## config.mk

```make
export PLATFORM = sky130hd
export DESIGN_NAME = interval_count_channel
export DESIGN_NICKNAME = d
export VERILOG_FILES = /design/src/rtl/icc_pkg.sv /design/src/rtl/icc_gate_edge.sv /design/src/rtl/icc_core.sv /design/src/rtl/interval_count_channel.sv
export SDC_FILE = /design/constraint.sdc
export NUM_CORES = 1
export LEC_CHECK = 0
export BUFFER_PORTS_ARGS = -buffer_cell sky130_fd_sc_hd__buf_2
export CAP_MARGIN = 20
export CORE_ASPECT_RATIO = 1.4
export CORE_MARGIN = 2
export CORE_UTILIZATION = 54
export DETAILED_ROUTE_END_ITERATION = 16
export PLACE_DENSITY = 0.77
export SLEW_MARGIN = 20
export SYNTH_ARGS = -nofsm -noshare
export SYNTH_HDL_FRONTEND = slang
export SYNTH_SLANG_ARGS = --single-unit
export TNS_END_PERCENT = 10
```

## constraint.sdc

```tcl
create_clock -name clk -period 2.6 [get_ports clk]
set_input_delay 0.13 -clock clk [delete_from_list [all_inputs] [get_ports clk]]
set_output_delay 0.13 -clock clk [all_outputs]
set_load 0.005 [all_outputs]
```

## src/rtl/icc_pkg.sv

```systemverilog
package icc_pkg;

  typedef enum logic [2:0] {
    MODE_TERM     = 3'd0,
    MODE_ONESHOT  = 3'd1,
    MODE_RATE     = 3'd2,
    MODE_SQUARE   = 3'd3,
    MODE_SWSTROBE = 3'd4,
    MODE_HWSTROBE = 3'd5
  } mode_e;

  // Encodings 6 and 7 drop their top bit and become 2 and 3.
  function automatic mode_e fold_mode(input logic [2:0] m);
    if (m[2] && m[1]) return mode_e'({1'b0, m[1:0]});
    return mode_e'(m);
  endfunction

endpackage

```

## src/rtl/icc_gate_edge.sv

```systemverilog
module icc_gate_edge #(
  parameter bit GATE_RST = 1'b1
) (
  input  logic clk,
  input  logic rst_n,
  input  logic gate_i,
  input  logic tick_i,
  output logic trig_o
);
  logic gate_q;
  logic held_q;
  logic rise_w;

  assign rise_w = gate_i & ~gate_q;
  assign trig_o = rise_w | held_q;

  always_ff @(posedge clk) begin
    if (!rst_n) begin
      gate_q <= GATE_RST;
      held_q <= 1'b0;
    end else begin
      gate_q <= gate_i;
      if (tick_i)      held_q <= 1'b0;
      else if (rise_w) held_q <= 1'b1;
    end
  end


  edge_kept_chk: assert property (@(posedge clk) disable iff (!rst_n)
    (rise_w && !tick_i) |=> trig_o);

endmodule

```

## src/rtl/icc_core.sv

```systemverilog
module icc_core
  import icc_pkg::*;
#(
  parameter int CNT_W = 16
) (
  input  logic             clk,
  input  logic             rst_n,
  input  logic             tick_i,
  input  mode_e            mode_i,
  input  logic             gate_i,
  input  logic             trig_i,
  input  logic             load_i,
  input  logic [CNT_W-1:0] load_val_i,
  output logic             out_o,
  output logic [CNT_W-1:0] cnt_o
);
  localparam logic [CNT_W-1:0] ONE = CNT_W'(1);
  localparam logic [CNT_W-1:0] TWO = CNT_W'(2);

  logic [CNT_W-1:0] cnt_q, cnt_n, act_q, act_n, rel_q, rel_n;
  logic out_q, out_n, armed_q, armed_n, pend_q, pend_n;

  logic exhaust_w;
  logic rate_end_w;
  logic half_end_w;

  assign exhaust_w  = (cnt_q == ONE);
  assign rate_end_w = (cnt_q == ONE);
  assign half_end_w = (cnt_q == TWO);

  // Start value of a square-wave half: an odd count rounds the high half up
  // and the low half down.
  function automatic logic [CNT_W-1:0] half_init(input logic [CNT_W-1:0] n,
                                                 input logic hi);
    return hi ? n + CNT_W'(n[0]) : n - CNT_W'(n[0]);
  endfunction

  always_comb begin
    cnt_n   = cnt_q;
    act_n   = act_q;
    rel_n   = rel_q;
    out_n   = out_q;
    armed_n = armed_q;
    pend_n  = pend_q;

    if (tick_i) begin
      case (mode_i)
        MODE_TERM, MODE_SWSTROBE: begin
          if (mode_i == MODE_SWSTROBE && !out_q) out_n = 1'b1;
          if (pend_q) begin
            cnt_n   = rel_q;
            act_n   = rel_q;
            armed_n = 1'b1;
            pend_n  = 1'b0;
          end else if (gate_i) begin
            cnt_n = cnt_q - ONE;
            if (exhaust_w && armed_q) begin
              out_n   = (mode_i == MODE_TERM);
              armed_n = 1'b0;
            end
          end
        end
        MODE_ONESHOT, MODE_HWSTROBE: begin
          if (mode_i == MODE_HWSTROBE && !out_q) out_n = 1'b1;
          if (trig_i) begin
            cnt_n   = rel_q;
            act_n   = rel_q;
            armed_n = 1'b1;
            out_n   = (mode_i == MODE_HWSTROBE);
          end else begin
            cnt_n = cnt_q - ONE;
            if (exhaust_w && armed_q) begin
              out_n   = (mode_i == MODE_ONESHOT);
              armed_n = 1'b0;
            end
          end
        end
        MODE_RATE: begin
          if (trig_i) begin
            cnt_n = rel_q;
            act_n = rel_q;
            out_n = 1'b1;
          end else if (!gate_i) begin
            out_n = 1'b1;
          end else if (rate_end_w) begin
            cnt_n = rel_q;
            act_n = rel_q;
            out_n = 1'b1;
          end else begin
            cnt_n = cnt_q - ONE;
            if (half_end_w) out_n = 1'b0;
          end
        end
        MODE_SQUARE: begin
          if (trig_i) begin
            act_n = rel_q;
            cnt_n = half_init(rel_q, 1'b1);
            out_n = 1'b1;
          end else if (!gate_i) begin
            out_n = 1'b1;
          end else if (half_end_w) begin
            if (out_q) begin
              out_n = 1'b0;
              cnt_n = half_init(act_q, 1'b0);
            end else begin
              out_n = 1'b1;
              act_n = rel_q;
              cnt_n = half_init(rel_q, 1'b1);
            end
          end else begin
            cnt_n = cnt_q - TWO;
          end
        end
        default: ;
      endcase
    end

    if (load_i) begin
      rel_n  = load_val_i;
      pend_n = 1'b1;
      if (mode_i == MODE_TERM)     out_n = 1'b0;
      if (mode_i == MODE_SWSTROBE) out_n = 1'b1;
    end
  end

  always_ff @(posedge clk) begin
    if (!rst_n) begin
      cnt_q   <= '0;
      act_q   <= '0;
      rel_q   <= '0;
      out_q   <= 1'b1;
      armed_q <= 1'b0;
      pend_q  <= 1'b0;
    end else begin
      cnt_q   <= cnt_n;
      act_q   <= act_n;
      rel_q   <= rel_n;
      out_q   <= out_n;
      armed_q <= armed_n;
      pend_q  <= pend_n;
    end
  end

  assign out_o = out_q;
  assign cnt_o = cnt_q;


  cnt_hold_chk: assert property (@(posedge clk) disable iff (!rst_n)
    !tick_i |=> $stable(cnt_q));


  term_load_low_chk: assert property (@(posedge clk) disable iff (!rst_n)
    (load_i && mode_i == MODE_TERM) |=> !out_q);


  strobe_width_chk: assert property (@(posedge clk) disable iff (!rst_n)
    ((mode_i == MODE_SWSTROBE || mode_i == MODE_HWSTROBE) && tick_i && !out_q)
    |=> out_q);


  sq_step_chk: assert property (@(posedge clk) disable iff (!rst_n)
    (mode_i == MODE_SQUARE && tick_i && gate_i && !trig_i && !half_end_w)
    |=> cnt_q == $past(cnt_q) - TWO);


  rate_low_chk: assert property (@(posedge clk) disable iff (!rst_n)
    (mode_i == MODE_RATE && tick_i && gate_i && !trig_i && half_end_w)
    |=> (!out_q && cnt_q == ONE));


  oneshot_start_chk: assert property (@(posedge clk) disable iff (!rst_n)
    (mode_i == MODE_ONESHOT && tick_i && trig_i && !load_i)
    |=> (!out_q && cnt_q == $past(rel_q)));

endmodule

```

## src/rtl/interval_count_channel.sv

```systemverilog
module interval_count_channel
  import icc_pkg::*;
#(
  parameter int CNT_W    = 16,
  parameter bit GATE_RST = 1'b1
) (
  input  logic             clk,
  input  logic             rst_n,
  input  logic             tick_i,
  input  logic [2:0]       mode_i,
  input  logic             gate_i,
  input  logic             load_i,
  input  logic [CNT_W-1:0] load_val_i,
  output logic             out_o,
  output logic [CNT_W-1:0] count_o
);
  mode_e mode_w;
  logic  trig_w;

  assign mode_w = fold_mode(mode_i);

  icc_gate_edge #(.GATE_RST(GATE_RST)) u_edge (
    .clk    (clk),
    .rst_n  (rst_n),
    .gate_i (gate_i),
    .tick_i (tick_i),
    .trig_o (trig_w)
  );

  icc_core #(.CNT_W(CNT_W)) u_core (
    .clk        (clk),
    .rst_n      (rst_n),
    .tick_i     (tick_i),
    .mode_i     (mode_w),
    .gate_i     (gate_i),
    .trig_i     (trig_w),
    .load_i     (load_i),
    .load_val_i (load_val_i),
    .out_o      (out_o),
    .cnt_o      (count_o)
  );


  alias_fold_chk: assert property (@(posedge clk) disable iff (!rst_n)
    (mode_i[2] && mode_i[1]) |-> (mode_w[2] == 1'b0 && mode_w[1:0] == mode_i[1:0]));

endmodule

```

; Yosys cells after proc, flatten, opt, wreduce, memory -nomap -nowiden
; Index checks and enable logic that the tools add are counted.
[totals]
ff_bits = 53
input_bits = 24
[classes]
n_addsub = 4
eq_ne = 15
n_mux = 52
bitwise = 4
n_reduce_logical = 17
[op_table]
columns = op, count
row1 = $mux W16, 19
row2 = $pmux W16 S4, 2
row3 = $mux W1, 27
row4 = $add A16 B1 Y16, 1
row5 = $eq A16 B1 Y1 const B, 1
row6 = $eq A16 B2 Y1 const B, 1
row7 = $sub A16 B1 Y16, 1
row8 = $sub A16 B1 Y16 const B, 1
row9 = $sub A16 B2 Y16 const B, 1
row10 = $ne A3 B2 Y1 const B, 3
row11 = $ne A3 B3 Y1 const B, 3
row12 = $reduce_and A9 Y1, 1
row13 = $eq A3 B2 Y1 const B, 2
row14 = $eq A3 B3 Y1 const B, 2
row15 = $mux W3, 2
row16 = $reduce_bool A2 Y1, 3
row17 = $reduce_or A2 Y1, 3
row18 = $reduce_and A5 Y1, 1
row19 = $logic_and A1 B1 Y1, 4
row20 = $pmux W1 S4, 1
row21 = $reduce_bool A4 Y1, 1
row22 = $eq A3 B1 Y1 const B, 1
row23 = $logic_not A3 Y1, 1
row24 = $reduce_and A3 Y1, 1
row25 = other kinds (8), 9

; Depth between registers and ports, before layout
; Gate-level depths: netlist of the first run.
[depth]
depth_word = 14
mapped_depth = 10
depth_no_buf = 10

; Cells and area by module
; A second synthesis of the first run with hierarchy kept.
[unflattened]
hier_cells = 501
hier_area_um2 = 3847.4
[by_module_without_submodules]
columns = mod, n_inst, cells_each, area_per_inst_um2, seq_area_each_um2
row1 = icc_core, 1, 493, 3753.6, 1001.0
row2 = icc_gate_edge, 1, 7, 80.1, 40.0
row3 = interval_count_channel, 1, 1, 13.8, 0.0

; Least setup slack after synthesis of the first run
; No wires, ideal clock.
[synth_timing]
path_type = register -> register
start = register u_core.cnt_q[3], in the netlist u_core.cnt_o[3]
end = register u_core.out_q, in the netlist u_core.out_o
setup_ns = 0.134
arrival_ns = 2.411
path_slack_ns = 0.055
path_stages_with_launch = 10
path_buffers = 1
period_less_slack_ns = 2.545
cell_sequence = dfxtp_1 > buf_2 > nor4_1 > nand4_1 > ha_1 > inv_1 > o31ai_1 > o21ai_0 > a211oi_1 > a22oi_1
[synth_between]
elab_chain_len = 10
word_cells_on_any_way = 20
cone_classes = eq/ne: 2 / mux: 17 / reduce/logical: 1
[synth_lines]
columns = element, line
row1 = start: declaration, icc_core.sv:20  ; logic [CNT_W-1:0] cnt_q, cnt_n, act_q, act_n, rel_q, rel_n;
row2 = start signal: assignment, icc_core.sv:135  ; cnt_q <= cnt_n;
row3 = $eq A16 B2 Y1 / $eq A16 B1 Y1 (equally long branches), "icc_core.sv:29, icc_core.sv:27, icc_core.sv:28"
row4 = $mux W1 / $logic_and A1 B1 Y1 (equally long branches), "icc_core.sv:91, icc_core.sv:57, icc_core.sv:72"
row5 = $mux W1 (on tied branches), "icc_core.sv:85, icc_core.sv:57"
row6 = $mux W1 (on tied branches), "icc_core.sv:83, icc_core.sv:55"
row7 = $mux W1 (on tied branches), "icc_core.sv:79, icc_core.sv:50"
row8 = $pmux W1 S4 (*), icc_core.sv:47  ; case (mode_i)
row9 = $mux W1 (*), icc_core.sv:46  ; if (tick_i) begin
row10 = $mux W1, icc_core.sv:121  ; if (mode_i == MODE_TERM) out_n = 1'b0;
row11 = $mux W1, icc_core.sv:122  ; if (mode_i == MODE_SWSTROBE) out_n = 1'b1;
row12 = $mux W1 (*), icc_core.sv:118  ; if (load_i) begin
row13 = end signal: assignment, icc_core.sv:138  ; out_q <= out_n;
row14 = end: declaration, icc_core.sv:21  ; logic out_q, out_n, armed_q, armed_n, pend_q, pend_n;
; Every way passes the cells marked *; elsewhere a longest branch is shown, timed or not.
; A chain may end at the register's enable or synchronous reset.

; Worst setup path after layout of the first run
[layout_timing]
start = register u_core.cnt_q[0], in the netlist u_core.cnt_o[0]
end = register u_core.out_q, in the netlist u_core.out_o
; The elaborated chain is that of the path after synthesis.

==> run summary, run 1 <==
In the final timing run, aggregate negative setup slack is 0 ns. The height of the die works out to 106.6 µm. The tools report the half-perimeter wire length after detailed placement as 10030 µm. The final critical-path share of the clock period is 96.34%. Measured against its own limit, the worst slew margin works out to 55.54%. Yosys printed 0 warnings. The signal on the critical path passes through buf_4, inv_1, ha_1, nor3b_1, nand4_1, ha_1, inv_1, o31ai_1, o21ai_0, a211oi_1, a22oi_1. The run gives 0.01206 ns as the final clock skew. The worst register-to-register path begins at u_core.cnt_o[0]$_SDFFE_PN0P_. Setup slack closes at 0.09520 ns. The run gives 0.004531 mm² as the cell area reported after detailed placement. At the end of the flow, the number of nets in the layout was 600. Setup repair after global routing left no endpoint under its margin. For this design the ratio of total power to cell area is 537.0 mW/mm². Number of I/O port buffers: 40.

The total of endpoints with negative setup slack in the final report came out at 0. 41 I/O pins were placed. Of the total synthesized cell area, the portion taken by AND, OR, NAND and NOR gates is 23.83%. The area growth from synthesis to layout is 14.16%. No sink is reached through more buffers than the 2 on the longest clock path. Of the total synthesized cell area, the portion taken by XOR and XNOR cells is 7.328%. Sorting the synthesized cells by how often they occur yields sky130_fd_sc_hd__nor2_1 (56), sky130_fd_sc_hd__dfxtp_1 (52), sky130_fd_sc_hd__mux2i_1 (36), sky130_fd_sc_hd__nand2_1 (32), sky130_fd_sc_hd__clkbuf_1 (29).

Library cell used as clock root buffer: sky130_fd_sc_hd__clkbuf_8. For this design the static power due to leakage is 1.872 nW. The maximum number of pins on one net before global-route repair is 38. The flow ran to the end, and the final reports show no timing, DRC or antenna violations. The sort of element at the start of the critical path is a flop. The remaining number of nets flagged by the antenna check after routing is 0, and the adder-cell share of the synthesized area is 3.695%. The tools report the placeable core area as 0.007315 mm². Of all nets on the critical path, the largest fanout is 5.

Summing over every cut layer, the via total after detailed routing is 4230. The worst register-to-register path has a depth of 11. The tightest min-delay check is of the in -> reg type. Routability-driven placement finished with a final weighted congestion of 0.9699.

Global routing finished with a remaining overflow of 0. The startpoint of the most critical hold path is load_val_i[15]. The tools report the cell area after synthesis as 0.004064 mm². DRC violation total after the first TritonRoute iteration: 460.

The sum of routed wire length over all layers was 13250 µm; the number of flops mapped to enable cells by yosys was 0. The worst setup path is captured at a flop. Synthesis instantiated 63 different standard cells from the library. Clock tree synthesis found a total of 52 sinks.

The instance count of the mapped netlist is 514, and the max-cap check violation count is 0. Across the VDD grid, the largest voltage drop is 0.4312 mV. Endpoint with the worst hold slack: u_core.rel_q[15]$_SDFFE_PN0P_.

The repair_antennas step left the layout with diodes totalling 0. Largest family of logic cells by synthesized area: simple AND/OR/NAND/NOR gates. The worst-case register-to-register setup slack is 0.1 ns. For the initial antenna violation count, the log shows 0.

After detailed routing, the average wire length per cell comes to 20.01 µm. The final critical delay including setup and external delays was 2.505 ns; the actual transition at the worst max-transition pin was 0.6659 ns. The slowest stage of the critical path is the sky130_fd_sc_hd__ha_1 cell. The width of the die was 77.32 µm. The run gives 4048 as the via count of the first global-routing pass. The synthesized netlist devotes 21.98% of its cell area to compound gates. The run gives 2 as the H-tree level count. In this run, synthesis produced a sequential element count of 52. Worst slack after detailed placement: 0.01704 ns. Row generation in the floorplan step produced 37 rows. The final hold violation count was 0. The die covers 0.008245 mm². The clock-pin transition on the worst setup and hold timing paths came out at 0.11 ns. Most frequent cell after synthesis: sky130_fd_sc_hd__nor2_1. The run gives 0.004639 mm² as the area of all placed cells without fillers.

For this run, design rule violations remaining after detail routing come to 0. For the number of search-and-repair iterations in the first detailed-routing pass, the log shows 6. The worst setup path is of the reg -> reg kind.

Averaged over all synthesized cells, the footprint is 7.906 µm². After detailed routing, the number of vias per cell comes to 6.390. Ranked by total cell area, the synthesized netlist is headed by sky130_fd_sc_hd__dfxtp_1 (26%), sky130_fd_sc_hd__mux2i_1 (8.9%), sky130_fd_sc_hd__nor2_1 (5.2%). The first global-routing pass estimated 21320 µm of wire. The total count of max-transition violations in the final report was 0. The initial core utilization is 55.56%.

Share of final-layout standard cells stronger than drive strength 1: 21.06%. The multiplexer share of the synthesized area was 10.25%. Counting every net in the synthesized netlist gives 550. For this run, the slowest stage of the critical path takes 0.35 ns.

The number of cells on the worst hold path works out to 3. In the synthesized netlist the async set-or-reset flop fraction comes to 0%. TritonCTS built the clock tree. The share of synthesized area in the top cell type comes to 25.62%. The worst register-to-register path ends at u_core.out_o$_SDFF_PN1_. For the worst setup path, the data required time is 2.79 ns. For this run, the leading register cell type out of synthesis is sky130_fd_sc_hd__dfxtp_1. The fmax was 0.3992 GHz. Global routing used 32.70% of the available tracks.

The number of setup buffers added after CTS is 0. Of all cell types, the one taking the most synthesized area is sky130_fd_sc_hd__dfxtp_1. The logs give 0.32 ns for the clock latency at the later pin of the worst-skew pair and 25.62% for the share of synthesized area occupied by flip-flops and latches. TritonCTS created 5 clock buffers.

Data on the critical path arrives at its endpoint at 2.70 ns.
-- state kept, by name, indices dropped and copies added, names as in the netlist --
register	count
u_edge.gate_q	1
u_edge.held_q	1
u_core.armed_q	1
u_core.act_q	15
u_core.out_o	1
u_core.pend_q	1
u_core.cnt_o	16
u_core.rel_q	16
-- worst max-delay path: cells and delay by family (launching register included) --
kind | cells | cell delay [ns]
AOI/OAI and AO/OA | 4 | 0.64
and+or+nand+nor | 2 | 0.56
DFF | 1 | 0.33
adders and majority gates | 2 | 0.56
buffers and inverters | 3 | 0.27
-- metal layers --
layer | wire length (µm) | up-vias | GRT usage [%] | part of all wire [%]
met2 | 6187 | 225 | 53.23 | 47
li1 | - | 1991 | - | -
met1 | 5443 | 1969 | 42.03 | 41
met4 | 430 | 0 | 12.88 | 3.2
met5 | 0 | - | 0 | 0
met3 | 1187 | 45 | 7.239 | 9.0
-- cells by family after synthesis --
| logic type | after synthesis |
|---|---|
| adder cells (fa/ha/maj) | 12 |
| buffers and inverters | 63 |
| XOR/XNOR | 34 |
| multiplexers | 41 |
| AND/OR/NAND/NOR | 187 |
| flip-flops | 52 |
| AO/OA/AOI/OAI | 125 |
-- final cells by class --
type                            count  area (µm²)
Timing Repair Buffer               87       565.5
Clock inverter                      2       17.52
Sequential cell                    52        1041
Fill cell                         702        2675
Multi-Input combinational cell    399        2750
Inverter                           19       71.32
Tap cell                           97       121.4
Clock buffer                        6       72.57
-- power by group --
part	leakage, nW	internal (W)	switching (W)	total [W]
combinational	1.40	0.000463	0.000613	0.00108
sequential	0.427	0.000852	0.0000595	0.000911
clock	0.0462	0.000198	0.000305	0.000503
total	1.87	0.00151	0.000978	0.00249
-- metrics by stage --
stage,instances,util (%),power [W],hold slack (ns)
after floorplan,514,-,0.001628,0.2030
after global routing,662,63.43,0.002628,0.04508
after global placement,654,61.94,0.001954,0.3648
after CTS,662,63.19,0.002459,0.05035
final,662,63.43,0.002491,0.04842
after detailed placement,654,61.94,0.001965,0.3726
-- cell usage in the layout, fill, tap and decap left out, drive strengths merged, types with 3 or more instances in the layout --
| master | instances |
|---|---|
| a221oi | 8 |
| or4 | 7 |
| o31ai | 6 |
| o22ai | 3 |
| ha | 12 |
| mux2 | 5 |
| nor4 | 15 |
| o211ai | 4 |
| o21ai | 20 |
| o2111ai | 3 |
| xor2 | 11 |
| o31a | 3 |
| and3 | 4 |
| nand2b | 8 |
| xnor2 | 23 |
| buf | 87 |
| or3 | 3 |
| nor2b | 4 |
| dfxtp | 52 |
| inv | 21 |
| nor2 | 56 |
| nand2 | 32 |
| a31oi | 10 |
| nor3b | 5 |
| nor3 | 14 |
| nand4 | 11 |
| a21oi | 27 |
| nand3 | 17 |
| a22oi | 5 |
| clkbuf | 6 |
| o221ai | 7 |
| or2 | 4 |
| nand4b | 3 |
| a211oi | 9 |
| mux2i | 36 |
-- how the worst max path moves through the flow --
stage,depth (start not counted),slack (ns),endpoint,from
after floorplan,9,0.06,u_core.out_o$_SDFF_PN1_,u_core.cnt_o[3]$_SDFFE_PN0P_
after global placement,6,0.08,u_core.cnt_o[14]$_SDFFE_PN0P_,u_core.cnt_o[2]$_SDFFE_PN0P_
after detailed placement,6,0.02,u_core.cnt_o[14]$_SDFFE_PN0P_,u_core.cnt_o[2]$_SDFFE_PN0P_
after CTS,9,0.05,u_core.cnt_o[9]$_SDFFE_PN0P_,u_core.cnt_o[2]$_SDFFE_PN0P_
after global routing,9,0.003,u_core.act_q[6]$_SDFFE_PN0P_,u_core.cnt_o[1]$_SDFFE_PN0P_
final,11,0.1,u_core.out_o$_SDFF_PN1_,u_core.cnt_o[0]$_SDFFE_PN0P_
-- timing repair --
action,CTS,global route
gates resized for setup,1,3
endpoints found under the setup margin,1,5
hold buffers,0,0
pin swaps,0,0
No activity file was read; power rests on OpenSTA's default activity.
==> inputs of run 2 (changes only) <==
--- a/config.mk
+++ b/config.mk
@@ -11,7 +11,8 @@
 export CORE_MARGIN = 2
 export CORE_UTILIZATION = 54
 export DETAILED_ROUTE_END_ITERATION = 16
-export PLACE_DENSITY = 0.77
+export GPL_TIMING_DRIVEN = 0
+export PLACE_DENSITY = 0.87
 export SLEW_MARGIN = 20
 export SYNTH_ARGS = -nofsm -noshare
 export SYNTH_HDL_FRONTEND = slang
==> run 2 against run 1 <==
  * The run now ends with setup timing left
  * Wire length is 7.2% higher
  * Non-clock buffer count increased by 5
  * Sequential share of layout area down 0.34 points
  * Final cell count grew 0.76%
  * Fmax decreased by 4.8%
  * Clock-buffer cell count stayed put
  * Utilization is 1.9 points higher
  * Clock skew is 0.0081 ns higher
  * Register-to-register slack worse by 0.13 ns
  * Flip-flop and latch count unchanged
  * Critical path type unchanged
  * Largest power group unchanged
  * Highest routed layer unchanged
==> run summary, run 2 (synthesized netlist as in run 1, its figures left out) <==
The global routing usage on met2 came out at 54.22% (was 53.23%). The sort of element at the start of the critical path was a flop (unchanged). The clock sink count was 52 (unchanged).

The final clock skew is 0.02017 ns (was 0.01206 ns), and the total of endpoints with negative setup slack in the final report is 15 (was 0). For the final critical-path setup slack, the log shows -0.03226 ns (was 0.09520 ns). Number of search-and-repair iterations in the first detailed-routing pass: 5 (was 6). The data arrival time at the worst-slack endpoint was 2.82 ns (was 2.70 ns); the actual transition at the worst max-transition pin was 0.8977 ns (was 0.6659 ns).

Top library cells by usage in the layout, fill and taps aside: sky130_fd_sc_hd__nor2_1 (55), sky130_fd_sc_hd__dfxtp_1 (46), sky130_fd_sc_hd__buf_2 (42) (was sky130_fd_sc_hd__nor2_1 (56), sky130_fd_sc_hd__dfxtp_1 (52), sky130_fd_sc_hd__buf_4 (46)). TritonCTS built the clock tree. The final routed DRC violation total was 0 (unchanged); the number of CTS-inserted buffers was 5 (unchanged).

The core utilization of the finished layout was 65.34% (was 63.43%); the tightest slew margin relative to the limit was 40.15% (was 55.54%). The power density of the placed cells was 556.8 mW/mm² (was 537.0 mW/mm²). The final critical-path share of the clock period was 101.2% (was 96.34%); the total track usage was 33.90% (was 32.70%). The launch instance of the worst register-to-register path was u_core.cnt_o[2]$_SDFFE_PN0P_ (was u_core.cnt_o[0]$_SDFFE_PN0P_). Initial antenna violation count: 0 (unchanged).

For the required time reported for the critical path endpoint, the log shows 2.79 ns (about the same). Busiest layer in global routing: met2 (unchanged). Width of the die: 77.32 µm (unchanged). The number of cells on the worst hold path is 3 (unchanged). The final layout net count came out at 605 (was 600).

The biggest fanout along the worst timing path is 8 (was 5). The run gives 4.882% (was 7.239%) as the routing usage on met3. The most frequent standard cell in the layout excluding fill and tap cells is sky130_fd_sc_hd__nor2_1 (unchanged).

The final critical delay including setup and external delays is 2.632 ns (was 2.505 ns). Height of the die: 106.6 µm (unchanged). The logs give 21810 µm (was 21320 µm) for the first-pass GRT wire length and 4413 (was 4230) for the overall via count from detail_route.

The placeable core area was 0.007315 mm² (unchanged). The sum of routed wire length over all layers is 14210 µm (was 13250 µm). The average wire per standard cell is 21.30 µm (was 20.01 µm), and the worst vdd rail ir drop is 0.4375 mV (was 0.4312 mV).

The layout-stage area growth over the synthesis result came out at 17.61% (was 14.16%). Startpoint of the most critical hold path: load_val_i[3] (was load_val_i[15]). For the half-perimeter wire length after detailed placement, the log shows 10470 µm (was 10030 µm). Detail-routed via count per cell: 6.616 (was 6.390).

The full die area is 0.008245 mm² (unchanged). Setup repair after global routing could not meet its margin everywhere. The final hold violation count came out at 0 (unchanged). For the cell area reported after detailed placement, the log shows 0.004385 mm² (was 0.004531 mm²). The fmax came out at 0.3799 GHz (was 0.3992 GHz). The endpoint with the worst hold slack is u_core.rel_q[3]$_SDFFE_PN0P_ (was u_core.rel_q[15]$_SDFFE_PN0P_). The worst slack after detailed placement was -0.5319 ns (was 0.01704 ns). The number of I/O port buffers works out to 38 (was 40).

The DRC violation total after the first TritonRoute iteration is 687 (was 460). The share of final-layout standard cells stronger than drive strength 1 was 20.70% (was 21.06%); the leakage power was 1.847 nW (was 1.872 nW). The via count of the first global-routing pass was 4007 (was 4048). The deepest clock path buffer count was 2 (unchanged). The checks that failed: setup timing. For the H-tree level count, the log shows 2 (unchanged).

The class of the most critical hold timing path is in -> reg (unchanged). The worst reg2reg path endpoint was u_core.act_q[11]$_SDFFE_PN0P_ (was u_core.out_o$_SDFF_PN1_). The flow ran to the end, but the final reports show violations. The final weighted congestion in routability-driven placement is 1.095 (was 0.9699). Library cell used as clock root buffer: sky130_fd_sc_hd__clkbuf_8 (unchanged). The total chip power was 0.002661 W (was 0.002491 W).

The clock-pin transition on the worst setup and hold timing paths is 0.11 ns (about the same). The clock latency at the later pin of the worst-skew pair was 0.33 ns (was 0.32 ns). The total count of max-transition violations in the final report is 0 (unchanged), and the met1 demand-to-capacity share in global routing is 42.51% (was 42.03%).

The run gives 0 (unchanged) as the count of antenna diodes in the layout. The worst-case reg-to-reg path depth is 8 (was 11). The tools report the sort of element at the end of the critical path as a flop (unchanged). The number of placed I/O pins came out at 41 (unchanged). The area of all placed cells without fillers came out at 0.004780 mm² (was 0.004639 mm²). The initial core utilization came out at 55.56% (unchanged). Setup total negative slack: -0.2620 ns (was 0 ns). The remaining global-route overflow was 0 (unchanged).

The maximum number of pins on one net before global-route repair is 17 (was 38). The kind of critical path was reg -> reg (unchanged). The row count was 37 (unchanged); the max-cap check violation count was 0 (unchanged).

The remaining number of nets flagged by the antenna check after routing came out at 0 (unchanged). The worst-case register-to-register setup slack was -0.03 ns (was 0.1 ns).
run 2: stage by stage:
step | hold slack, ns | std cells
after floorplan | 0.2030 | 514
after global placement | 0.3652 | 649
after detailed placement | 0.3714 | 650
after CTS | 0.04466 | 659
after global routing | 0.05321 | 667
final | 0.04250 | 667
run 2: worst max-delay path by stage:
stage / depth (start not counted) / from / slack [ns] / endpoint
3_3_place_gp: 9 / u_core.cnt_o[3]$_SDFFE_PN0P_ / -0.69 / u_core.out_o$_SDFF_PN1_
6_report: 8 / u_core.cnt_o[2]$_SDFFE_PN0P_ / -0.03 / u_core.act_q[11]$_SDFFE_PN0P_
4_1_cts: 10 / u_core.cnt_o[7]$_SDFFE_PN0P_ / -0.05 / u_core.act_q[12]$_SDFFE_PN0P_
2_1_floorplan: 9 / u_core.cnt_o[3]$_SDFFE_PN0P_ / 0.06 / u_core.out_o$_SDFF_PN1_
3_5_place_dp: 9 / u_core.cnt_o[6]$_SDFFE_PN0P_ / -0.53 / u_core.out_o$_SDFF_PN1_
5_1_grt: 8 / u_core.cnt_o[2]$_SDFFE_PN0P_ / -0.06 / u_core.act_q[5]$_SDFFE_PN0P_
run 2: worst max-delay path, stage by stage (launching register included):
cell and delay, ns:
sky130_fd_sc_hd__dfxtp_4 0.39, sky130_fd_sc_hd__or4_4 0.58, sky130_fd_sc_hd__or4_4 0.60, sky130_fd_sc_hd__a22oi_4 0.18, sky130_fd_sc_hd__o211a_1 0.20, sky130_fd_sc_hd__buf_6 0.14
sky130_fd_sc_hd__buf_12 0.13, sky130_fd_sc_hd__mux2i_1 0.20, sky130_fd_sc_hd__nor2_1 0.06
run 2: area by class of cell:
cell class	count	area (µm²)
Timing Repair Buffer	54	340.3
Multi-Input combinational cell	399	2869
Sequential cell	52	1056
Fill cell	640	2535
Buffer	38	197.7
Clock inverter	2	38.79
Clock buffer	6	82.58
Inverter	19	73.82
Tap cell	97	121.4
run 2: layer usage:
| layer | wire [µm] | vias to the layer above |
|---|---|---|
| li1 | - | 2010 |
| met1 | 5196 | 1996 |
| met2 | 6522 | 314 |
| met3 | 1465 | 93 |
| met4 | 1022 | 0 |
| met5 | 0 | - |
run 2: timing repair:
action,CTS,global route
cloned,0,1
hold buffers,0,0
endpoints found under the hold margin,0,0
endpoints found under the setup margin,32,31
buffers inserted,5,9
gates resized for setup,20,22
pin swaps,5,8
run 2: report_power, final:
group          leakage [nW]  switching (W)  internal, W  total (W)
clock                0.0614       0.000304     0.000315   0.000620
sequential            0.430      0.0000953     0.000854   0.000949
combinational          1.36       0.000616     0.000476    0.00109
